### src/rtl/sar_ctrl_pkg.sv
// Package: shared phase encoding for the serial-port sequencer.
// Assumes: nothing beyond IEEE 1800-2017.
package sar_ctrl_pkg;

    typedef enum logic [1:0] {
        PH_IDLE = 2'd0,
        PH_ACQ  = 2'd1,
        PH_CONV = 2'd2,
        PH_DONE = 2'd3
    } phase_e;

endpackage

### src/rtl/sar_edge_sense.sv
// Module: samples the host select and serial clock, and produces the
// selected flag, the registered "active" state and a one-cycle step pulse
// per falling serial-clock edge seen during an established selection.
// Assumes: cs_n and sclk are synchronous to clk (no metastability filter).
module sar_edge_sense (
    input  logic clk,
    input  logic rst_n,
    input  logic cs_n,
    input  logic sclk,
    output logic sel,
    output logic active_q,
    output logic step
);

    logic sclk_q;

    // Remember last serial-clock sample and last selection state.
    always_ff @(posedge clk) begin
        if (!rst_n) begin
            sclk_q   <= 1'b0;
            active_q <= 1'b0;
        end else begin
            sclk_q   <= sclk;
            active_q <= ~cs_n;
        end
    end

    // A step is a falling serial-clock edge while selected in both samples.
    always_comb begin
        sel  = ~cs_n;
        step = sclk_q & ~sclk & sel & active_q;
    end


    deselect_idle_chk: assert property (@(posedge clk) disable iff (!rst_n)
        cs_n |=> !active_q);


    select_active_chk: assert property (@(posedge clk) disable iff (!rst_n)
        !cs_n |=> active_q);

endmodule

### src/rtl/sar_frame_seq.sv
// Module: counts falling serial-clock edges of a frame, saturating at the
// frame length, and decodes the phase plus capture and load strobes.
// Assumes: CONV_EDGE < LEAD_ZEROS, so the result is captured before it is
// loaded for shifting.
module sar_frame_seq
    import sar_ctrl_pkg::*;
#(
    parameter int DATA_W     = 16,
    parameter int LEAD_ZEROS = 8,
    parameter int CONV_EDGE  = 6,
    localparam int FRAME     = LEAD_ZEROS + DATA_W,
    localparam int CNT_W     = $clog2(FRAME + 1)
) (
    input  logic             clk,
    input  logic             rst_n,
    input  logic             sel,
    input  logic             active_q,
    input  logic             step,
    output logic [CNT_W-1:0] cnt,
    output phase_e           phase,
    output logic             cap_en,
    output logic             load_en
);

    localparam logic [CNT_W-1:0] CNT_FULL = CNT_W'(FRAME);
    localparam logic [CNT_W-1:0] CAP_AT   = CNT_W'(CONV_EDGE - 1);
    localparam logic [CNT_W-1:0] LOAD_AT  = CNT_W'(LEAD_ZEROS - 1);
    localparam logic [CNT_W-1:0] CONV_AT  = CNT_W'(CONV_EDGE);

    // Edge counter: cleared while deselected, saturates at the frame length.
    always_ff @(posedge clk) begin
        if (!rst_n) begin
            cnt <= '0;
        end else if (!sel) begin
            cnt <= '0;
        end else if (step && cnt != CNT_FULL) begin
            cnt <= cnt + 1'b1;
        end
    end

    // Strobes for capturing and loading, and the externally visible phase.
    always_comb begin
        cap_en  = step && (cnt == CAP_AT);
        load_en = step && (cnt == LOAD_AT);
        if (!active_q)
            phase = PH_IDLE;
        else if (cnt < CONV_AT)
            phase = PH_ACQ;
        else if (cnt < CNT_FULL)
            phase = PH_CONV;
        else
            phase = PH_DONE;
    end


    cnt_sat_chk: assert property (@(posedge clk) disable iff (!rst_n)
        cnt <= CNT_FULL);


    cnt_step_chk: assert property (@(posedge clk) disable iff (!rst_n)
        (step && cnt != CNT_FULL) |=> cnt == $past(cnt) + 1'b1);


    cnt_clear_chk: assert property (@(posedge clk) disable iff (!rst_n)
        !sel |=> cnt == '0);

endmodule

### src/rtl/sar_conv_stub.sv
// Module: abstract converter; holds the result captured at conversion start.
// Assumes: cap_en pulses at most once per frame; deselect clears the result.
module sar_conv_stub #(
    parameter int DATA_W = 16
) (
    input  logic              clk,
    input  logic              rst_n,
    input  logic              sel,
    input  logic              cap_en,
    input  logic [DATA_W-1:0] sample_in,
    output logic [DATA_W-1:0] result
);

    // Capture the sample at conversion start; abort clears it.
    always_ff @(posedge clk) begin
        if (!rst_n) begin
            result <= '0;
        end else if (!sel) begin
            result <= '0;
        end else if (cap_en) begin
            result <= sample_in;
        end
    end


    result_hold_chk: assert property (@(posedge clk) disable iff (!rst_n)
        (sel && !cap_en) |=> $stable(result));

endmodule

### src/rtl/sar_shift_out.sv
// Module: serialises the result MSB first; zeros before the load and after
// the last bit, cleared on deselect.
// Assumes: load_en and step come from the same falling edge.
module sar_shift_out #(
    parameter int DATA_W = 16
) (
    input  logic              clk,
    input  logic              rst_n,
    input  logic              sel,
    input  logic              step,
    input  logic              load_en,
    input  logic [DATA_W-1:0] result,
    output logic              dout
);

    logic [DATA_W-1:0] sreg;

    // Load on the first data edge, then shift zeros in behind the data.
    always_ff @(posedge clk) begin
        if (!rst_n) begin
            sreg <= '0;
            dout <= 1'b0;
        end else if (!sel) begin
            sreg <= '0;
            dout <= 1'b0;
        end else if (load_en) begin
            dout <= result[DATA_W-1];
            sreg <= {result[DATA_W-2:0], 1'b0};
        end else if (step) begin
            dout <= sreg[DATA_W-1];
            sreg <= {sreg[DATA_W-2:0], 1'b0};
        end
    end


    dout_hold_chk: assert property (@(posedge clk) disable iff (!rst_n)
        (sel && !step) |=> $stable(dout));

endmodule

### src/rtl/sar_serial_ctrl.sv
// Module: top of the serial-port sequencer. Joins edge sensing, frame
// sequencing, the converter model and the output shifter.
// Assumes: host signals synchronous to clk; sclk idles low between frames.
module sar_serial_ctrl
    import sar_ctrl_pkg::*;
#(
    parameter int DATA_W     = 16,
    parameter int LEAD_ZEROS = 8,
    parameter int CONV_EDGE  = 6,
    localparam int FRAME     = LEAD_ZEROS + DATA_W,
    localparam int CNT_W     = $clog2(FRAME + 1)
) (
    input  logic              clk,
    input  logic              rst_n,
    input  logic              cs_n,
    input  logic              sclk,
    input  logic [DATA_W-1:0] sample_in,
    output logic              dout,
    output logic              dout_oe,
    output logic              shutdown,
    output logic [1:0]        phase
);

    logic              sel;
    logic              active_q;
    logic              step;
    logic [CNT_W-1:0]  cnt;
    phase_e            phase_w;
    logic              cap_en;
    logic              load_en;
    logic [DATA_W-1:0] result;

    sar_edge_sense u_edge (
        .clk      (clk),
        .rst_n    (rst_n),
        .cs_n     (cs_n),
        .sclk     (sclk),
        .sel      (sel),
        .active_q (active_q),
        .step     (step)
    );

    sar_frame_seq #(
        .DATA_W     (DATA_W),
        .LEAD_ZEROS (LEAD_ZEROS),
        .CONV_EDGE  (CONV_EDGE)
    ) u_seq (
        .clk      (clk),
        .rst_n    (rst_n),
        .sel      (sel),
        .active_q (active_q),
        .step     (step),
        .cnt      (cnt),
        .phase    (phase_w),
        .cap_en   (cap_en),
        .load_en  (load_en)
    );

    sar_conv_stub #(.DATA_W(DATA_W)) u_conv (
        .clk       (clk),
        .rst_n     (rst_n),
        .sel       (sel),
        .cap_en    (cap_en),
        .sample_in (sample_in),
        .result    (result)
    );

    sar_shift_out #(.DATA_W(DATA_W)) u_shift (
        .clk     (clk),
        .rst_n   (rst_n),
        .sel     (sel),
        .step    (step),
        .load_en (load_en),
        .result  (result),
        .dout    (dout)
    );

    // Drive the port-level status from the registered selection state.
    always_comb begin
        dout_oe  = active_q;
        shutdown = ~active_q;
        phase    = phase_w;
    end


    tristate_zero_chk: assert property (@(posedge clk) disable iff (!rst_n)
        !dout_oe |-> !dout);


    data_in_conv_chk: assert property (@(posedge clk) disable iff (!rst_n)
        dout |-> phase == PH_CONV);


    status_pair_chk: assert property (@(posedge clk) disable iff (!rst_n)
        shutdown != dout_oe);

endmodule

### config.mk
export PLATFORM = sky130hd
export DESIGN_NAME = sar_serial_ctrl
export DESIGN_NICKNAME = d
export VERILOG_FILES = /design/src/rtl/sar_ctrl_pkg.sv /design/src/rtl/sar_edge_sense.sv /design/src/rtl/sar_frame_seq.sv /design/src/rtl/sar_conv_stub.sv /design/src/rtl/sar_shift_out.sv /design/src/rtl/sar_serial_ctrl.sv
export SDC_FILE = /design/constraint.sdc
export NUM_CORES = 1
export LEC_CHECK = 0
export ABC_AREA = 1
export BUFFER_PORTS_ARGS = -buffer_cell sky130_fd_sc_hd__buf_2
export CORE_UTILIZATION = 39
export CTS_BUF_LIST = sky130_fd_sc_hd__clkbuf_2
export DETAILED_ROUTE_END_ITERATION = 8
export HOLD_SLACK_MARGIN = 0.15
export MAX_ROUTING_LAYER = met4
export PLACE_DENSITY = 0.56
export SYNTH_ARGS = -nofsm -noshare
export SYNTH_HDL_FRONTEND = slang
export SYNTH_HIERARCHICAL = 1
export SYNTH_SLANG_ARGS = --single-unit
### constraint.sdc
create_clock -name clk -period 3.6 [get_ports clk]
set_clock_uncertainty 0.05 [all_clocks]
set_input_delay 0.18 -clock clk [delete_from_list [all_inputs] [get_ports clk]]
set_output_delay 0.18 -clock clk [all_outputs]
set_load 0.1 [all_outputs]
==> metrics.txt, run 1 <==
outcome=completed; Top Ports=25; post-CTS setup buffers=0; worst slack at placement=1.38 ns; vias per inst=approximately 4.3; CP cell instances=dlygate4sd3_1 > buf_2 > inv_2 > nand2_2 > nor2_2 > buf_4 > nand3_1 > nor2_1 > buf_4 > inv_2 > nand3_1 > nand3_1 > nand2_1 > inv_1; violation count after the first detailed-routing iteration=48; GPL Wtd Cong=roughly 0.75; max_slew headroom=66.7%; min Tclk post-route=2.36 ns; R2R Setup Slk=1.36 ns; Peak VDD IR=about 150 uV; H-tree levels=2; total power=between 0.7 and 0.8 mW; vias=around 1600; final core utilization=between 50% and 60%; Synth Net Count=a little over 300; Worst path slowest cell=dlygate4sd3_1; final setup TNS=0 ns; WS Path Type=input port to register; synthesized netlist cell count=280; final critical-path share of the clock period=between 60% and 70%; worst r2r src=u_edge/active_q$_SDFF_PN0_; Clock Path Buffers=2; number of remaining DRC errors=0; Final Max Tran Viols=0; CP required=3.86 ns; CTS buffer count=5; GRT Overall Usage=around 16%; Syn. warnings=6; Mapped Area=1860 um2; critical path data arrival time=~2.6 ns; fin area=2240 um2; min-delay src=u_shift/sreg[1]$_SDFFE_PN0P_; # rows=24; Netlist cell types=22; share of layout cells above drive strength 1=roughly 14%; TritonCTS clock tree=done; vias in the first global route=1500; clk_lat worst skew=between 0.3 and 0.4 ns; starting density of the core=between 40% and 50%; initial antenna violation count=0; Fin. Hold Viols=0; sequential area share after synthesis=a little over two fifths; port buffer count=24; Lkg Pwr=~1.1 nW; Final ANT Viol Nets=0; RR Endpoint=u_shift/sreg[9]$_SDFFE_PN0P_; remaining global-route overflow=0; max-cap violations=0; f_max=423 MHz; Die Area=approximately 5000 um2; synthesis-to-layout area growth=20.3%; CP startpoint=cs_n; DP HPWL=between 2000 and 2500 um; Critical Path Sink Type=register; dpl cells=~350; Core Area=~4500 um2; fin cells=between 300 and 400; Worst Hold Class=register to register; mean area per synthesized cell=about 6.6 um2; worst r2r path cells=11; most used cell, CP=nand3_1; Max stage delay on crit path=around 0.54 ns; hold slack=between 0.4 and 0.5 ns; largest net degree at the start of global routing=33; final setup margin=~1.2 ns; measured slew at the worst slew-check pin=around 0.5 ns; Wirelength per Cell=approximately 9.5 um; Final #Nets=~350; Critical Path Source Type=input port; placed inst area=1960 um2; first-pass iteration count of the detailed router=4; final setup fails=0; cell taking the most area after synthesis=dfxtp_1; Die Ht=roughly 71 um; final antenna diode count=0; first-pass GRT wire length=~6300 um; worst setup path end=u_shift/sreg[9]$_SDFFE_PN0P_; pwr/cell area=~340 nW/um2; CTS clk-pin slew, worst paths=0.19 ns; crit-path max FO=18; unrepaired setup endpoints after global routing=no; final wirelength=between 3000 and 4000 um; post-synthesis register bit count=39; post-synth top area share=42.0%; clock sinks=39; Root Buffer=clkbuf_2; die width=71.0 um; top post-synthesis cells by area=dfxtp_1 42%, nand2_1 19%, inv_1 8.1%
==> cells in the mapped netlist (all sizes together) <==
| library cell | n |
|---|---|
| nor3b | 1 |
| nor2 | 44 |
| or2 | 1 |
| clkbuf | 2 |
| nand2 | 98 |
| ha | 2 |
| xor2 | 1 |
| nand4 | 1 |
| xnor2 | 1 |
| dfxtp | 39 |
| buf | 10 |
| nand3 | 27 |
| a21oi | 9 |
| inv | 43 |
| clkinv | 1 |
==> flip-flops by register name (all words and copies together), names as in the netlist <==
name,cells
u_edge/active_q,1
u_shift/dout,1
u_edge/sclk_q,1
u_shift/sreg,15
u_seq/cnt,5
u_conv/result,16
==> layout by cell type (no fill, tap or decap), drive strengths merged <==
cell          n
nand2        98
nor2         44
inv          43
dfxtp        39
nand3        27
buf          27
dlygate4sd3  21
a21oi         9
clkbuf        5
ha            2
clkinvlp      1
bufinv        1
clkinv        1
nand4         1
xor2          1
nor3b         1
or2           1
xnor2         1
==> logic make-up after synthesis <==
group / after synthesis / share of synthesized area, %
and+or+nand+nor: 172 / 38.7
buffers and inverters: 56 / 14.6
DFF: 39 / 42.0
AOI/OAI and AO/OA: 9 / 2.42
xor gates and xnor gates: 2 / 0.942
adders and majority gates: 2 / 1.35
==> worst min-delay path by stage <==
stage	cells after the start	slack [ns]	end
after global routing	2	0.47	u_shift/sreg[14]$_SDFFE_PN0P_
final	2	0.43	u_shift/sreg[1]$_SDFFE_PN0P_
after global placement	2	0.32	u_edge/active_q$_SDFF_PN0_
after floorplan	1	0.20	u_edge/active_q$_SDFF_PN0_
after detailed placement	2	0.32	u_edge/active_q$_SDFF_PN0_
after CTS	2	0.43	u_shift/sreg[1]$_SDFFE_PN0P_
==> area by class of cell <==
class                      instances  area (um2)
sequential                        39         781
fill                             462        2240
inverter                          44         166
multi-input combinational        185         810
timing repair buffer              48         353
tap                               52        65.1
clock buffer                       5        25.0
clock inverter                     2        37.5
==> timing repair <==
| item | CTS | global route |
|---|---|---|
| hold buffers | 21 | 0 |
| hold endpoints to repair | 25 | 0 |
| gates resized for setup | 0 | 0 |
==> critical path: cells and delay by family <==
family	cells	cell delay, ns
simple gates	7	0.92
buf+inv	7	1.52
==> report_power, final <==
part	leakage, nW	internal, mW	switching, mW
sequential	0.314	0.434	0.000690
combinational	0.748	0.0286	0.0355
clock	0.0350	0.114	0.142
==> metal layers <==
| layer | vias up | GRT usage [%] | share of wire [%] |
|---|---|---|---|
| met5 | - | - | 0 |
| met4 | 0 | 7.33 | 1.5 |
| met3 | 4 | 3.85 | 3.1 |
| met2 | 25 | 25.3 | 42 |
| met1 | 685 | 20.4 | 53 |
| li1 | 915 | - | - |
(Power assumes the default switching activity.)
==> run 2: changes to the inputs <==
--- a/config.mk
+++ b/config.mk
@@ -12,7 +12,7 @@
 export DETAILED_ROUTE_END_ITERATION = 8
 export HOLD_SLACK_MARGIN = 0.15
 export MAX_ROUTING_LAYER = met4
-export PLACE_DENSITY = 0.56
+export PLACE_DENSITY = 0.58
 export SYNTH_ARGS = -nofsm -noshare
 export SYNTH_HDL_FRONTEND = slang
 export SYNTH_HIERARCHICAL = 1
==> constraint.sdc (replaced) <==
create_clock -name clk -period 1.9 [get_ports clk]
set_clock_uncertainty 0.05 [all_clocks]
set_input_delay 0.095 -clock clk [delete_from_list [all_inputs] [get_ports clk]]
set_output_delay 0.095 -clock clk [all_outputs]
set_load 0.1 [all_outputs]
==> run 2 against run 1 <==
- combinational power is 95% higher
- clock power is 98% higher
- non-clock buffer count stayed put
- via count is 4.7% higher
- clock-buffer cell count stayed put
- critical endpoint is now phase[0]
- highest routed layer unchanged
==> metrics.txt, run 2 (same netlist as run 1, synthesis figures left out) <==
outcome=completed; Buf+Inv Stages, Crit Path=1; Root Buffer=clkbuf_2; TritonCTS clock tree=done; Largest register FFs=16; clk_lat worst skew=around 0.40 ns; first-pass GRT wire length=slightly below 7000 um; vias in the first global route=around 1500; critical path data arrival time=between 1.5 and 2 ns; vias per inst=roughly 4.5; commonest cells after routing, fill and taps aside=95 x nand2_1, 40 x inv_1, 39 x nor2_1; max-cap violations=0; die width=around 71 um; Worst Hold Class=register to register; Final #Nets=approximately 350; placed inst area=~2000 um2; number of fill cells in the layout=~460; final setup fails=0; min-delay src=u_shift/sreg[1]$_SDFFE_PN0P_; Clock Path Buffers=2; pwr/cell area=about 640 nW/um2; Peak VDD IR=312 uV; violation count after the first detailed-routing iteration=about 170; WS Path Type=register to output pin; clock sinks=39; Fin. Hold Viols=0; GPL Wtd Cong=between 0.7 and 0.8; CP cell instances=nor2_1 > nand2_1 > a21oi_2 > clkbuf_4; vias=approximately 1700; CTS buffer count=5; CTS clk-pin slew, worst paths=roughly 0.21 ns; # rows=24; unrepaired setup endpoints after global routing=no; first-pass iteration count of the detailed router=4; final core utilization=approximately half; port buffer count=24; synthesis-to-layout area growth=22.7%; worst r2r src=u_seq/cnt[0]$_SDFFE_PN0P_; CP delay by family, top=flip-flops; Core Area=~4500 um2; Max stage delay on crit path=roughly 0.38 ns; number of remaining DRC errors=0; Largest Register=u_conv/result; largest net degree at the start of global routing=33; Final ANT Viol Nets=0; share of layout cells above drive strength 1=about 15%; remaining global-route overflow=0; Critical Path Source Type=register; Multi-input gate area=around 800 um2; sequential cell area=785 um2; Top Ports=25; Die Area=about 5000 um2; fin cells=376; dpl cells=347; GRT Overall Usage=17.5%; Critical Path Sink Type=output pin; Worst path slowest cell=dfxtp_1; final wirelength=slightly below 4000 um; max_slew headroom=between 60% and 70%; most common cell after layout, fill and taps aside=nand2_1; CP required=~1.8 ns; starting density of the core=41.6%; initial antenna violation count=0; crit-path max FO=4; Final Max Tran Viols=0; f_max=slightly below 600 MHz; final critical-path share of the clock period=90.8%; top flop regs=u_conv/result (16), u_shift/sreg (15), u_seq/cnt (5); final antenna diode count=0; CP startpoint=u_seq/cnt[3]$_SDFFE_PN0P_; Die Ht=a little over 70 um; fin area=2280 um2; min Tclk post-route=1.73 ns; DP HPWL=approximately 2500 um; measured slew at the worst slew-check pin=just under 0.5 ns; Lkg Pwr=about 1.1 nW; Wirelength per Cell=roughly 10 um; H-tree levels=2; final setup TNS=0 ns
-- run 2: cell types whose count changed in the layout (fill, tap and decap cells not counted), moves of 2 or more --
cell	before	now
a21oi_1	9	7
a21oi_2	0	2
buf_12	0	2
buf_4	3	1
-- run 2: final cells by class --
class / instances / area share (%)
multi-input cells: 185 / 35.8
flip-flops and latches: 39 / 34.4
repair buffers: 48 / 16.7
inverters: 44 / 7.29
well taps: 52 / 2.85
clock inverters: 3 / 1.92
clock buffers: 5 / 1.10
-- run 2: final timing paths --
check / endpoint / slack [ns] / cells after the start
worst min register to register: u_shift/sreg[1]$_SDFFE_PN0P_ / 0.43 / 2
worst max register to register: u_shift/sreg[13]$_SDFFE_PN0P_ / 0.19 / 9
worst max-delay path: phase[0] / 0.17 / 4
worst min-delay path: u_shift/sreg[1]$_SDFFE_PN0P_ / 0.43 / 2
-- run 2: worst reg2reg max path: cells and delay by family (launching register included) --
kind                     cells  cell delay (ns)
AND/OR/NAND/NOR              5             0.55
flip-flops                   1             0.46
buffers and inverters        3             0.35
adder cells (fa/ha/maj)      1             0.22
-- run 2: power breakdown --
| part | switching [mW] | internal [mW] | total [mW] |
|---|---|---|---|
| Combinational | 0.0696 | 0.0551 | 0.125 |
| Sequential | 0.00149 | 0.821 | 0.823 |
| Clock | 0.284 | 0.223 | 0.507 |
| Total | 0.355 | 1.10 | 1.45 |
-- run 2: what timing repair did --
action | in CTS | in global routing
setup buffers | 0 | 0
endpoints found under the setup margin | 0 | 1
resized for setup | 0 | 1
hold buffers | 21 | 0
endpoints found under the hold margin | 27 | 0
-- run 2: layer usage --
layer / global-route usage (%) / vias up / wire, um
met5: - / - / 0
met4: 9.78 / 0 / 114
met3: 3.85 / 13 / 146
met2: 23.9 / 39 / 1650
met1: 23.8 / 739 / 1980
li1: - / 915 / -
-- run 2: through the flow --
step                worst slack, ns  total power, mW  hold slack, ns
floorplan                    0.0390            0.900           0.107
global placement              0.260            0.928           0.228
detailed placement            0.210            0.928           0.229
CTS                          0.0877             1.47           0.415
global route                 0.0311             1.53           0.438
finish                        0.175             1.45           0.430
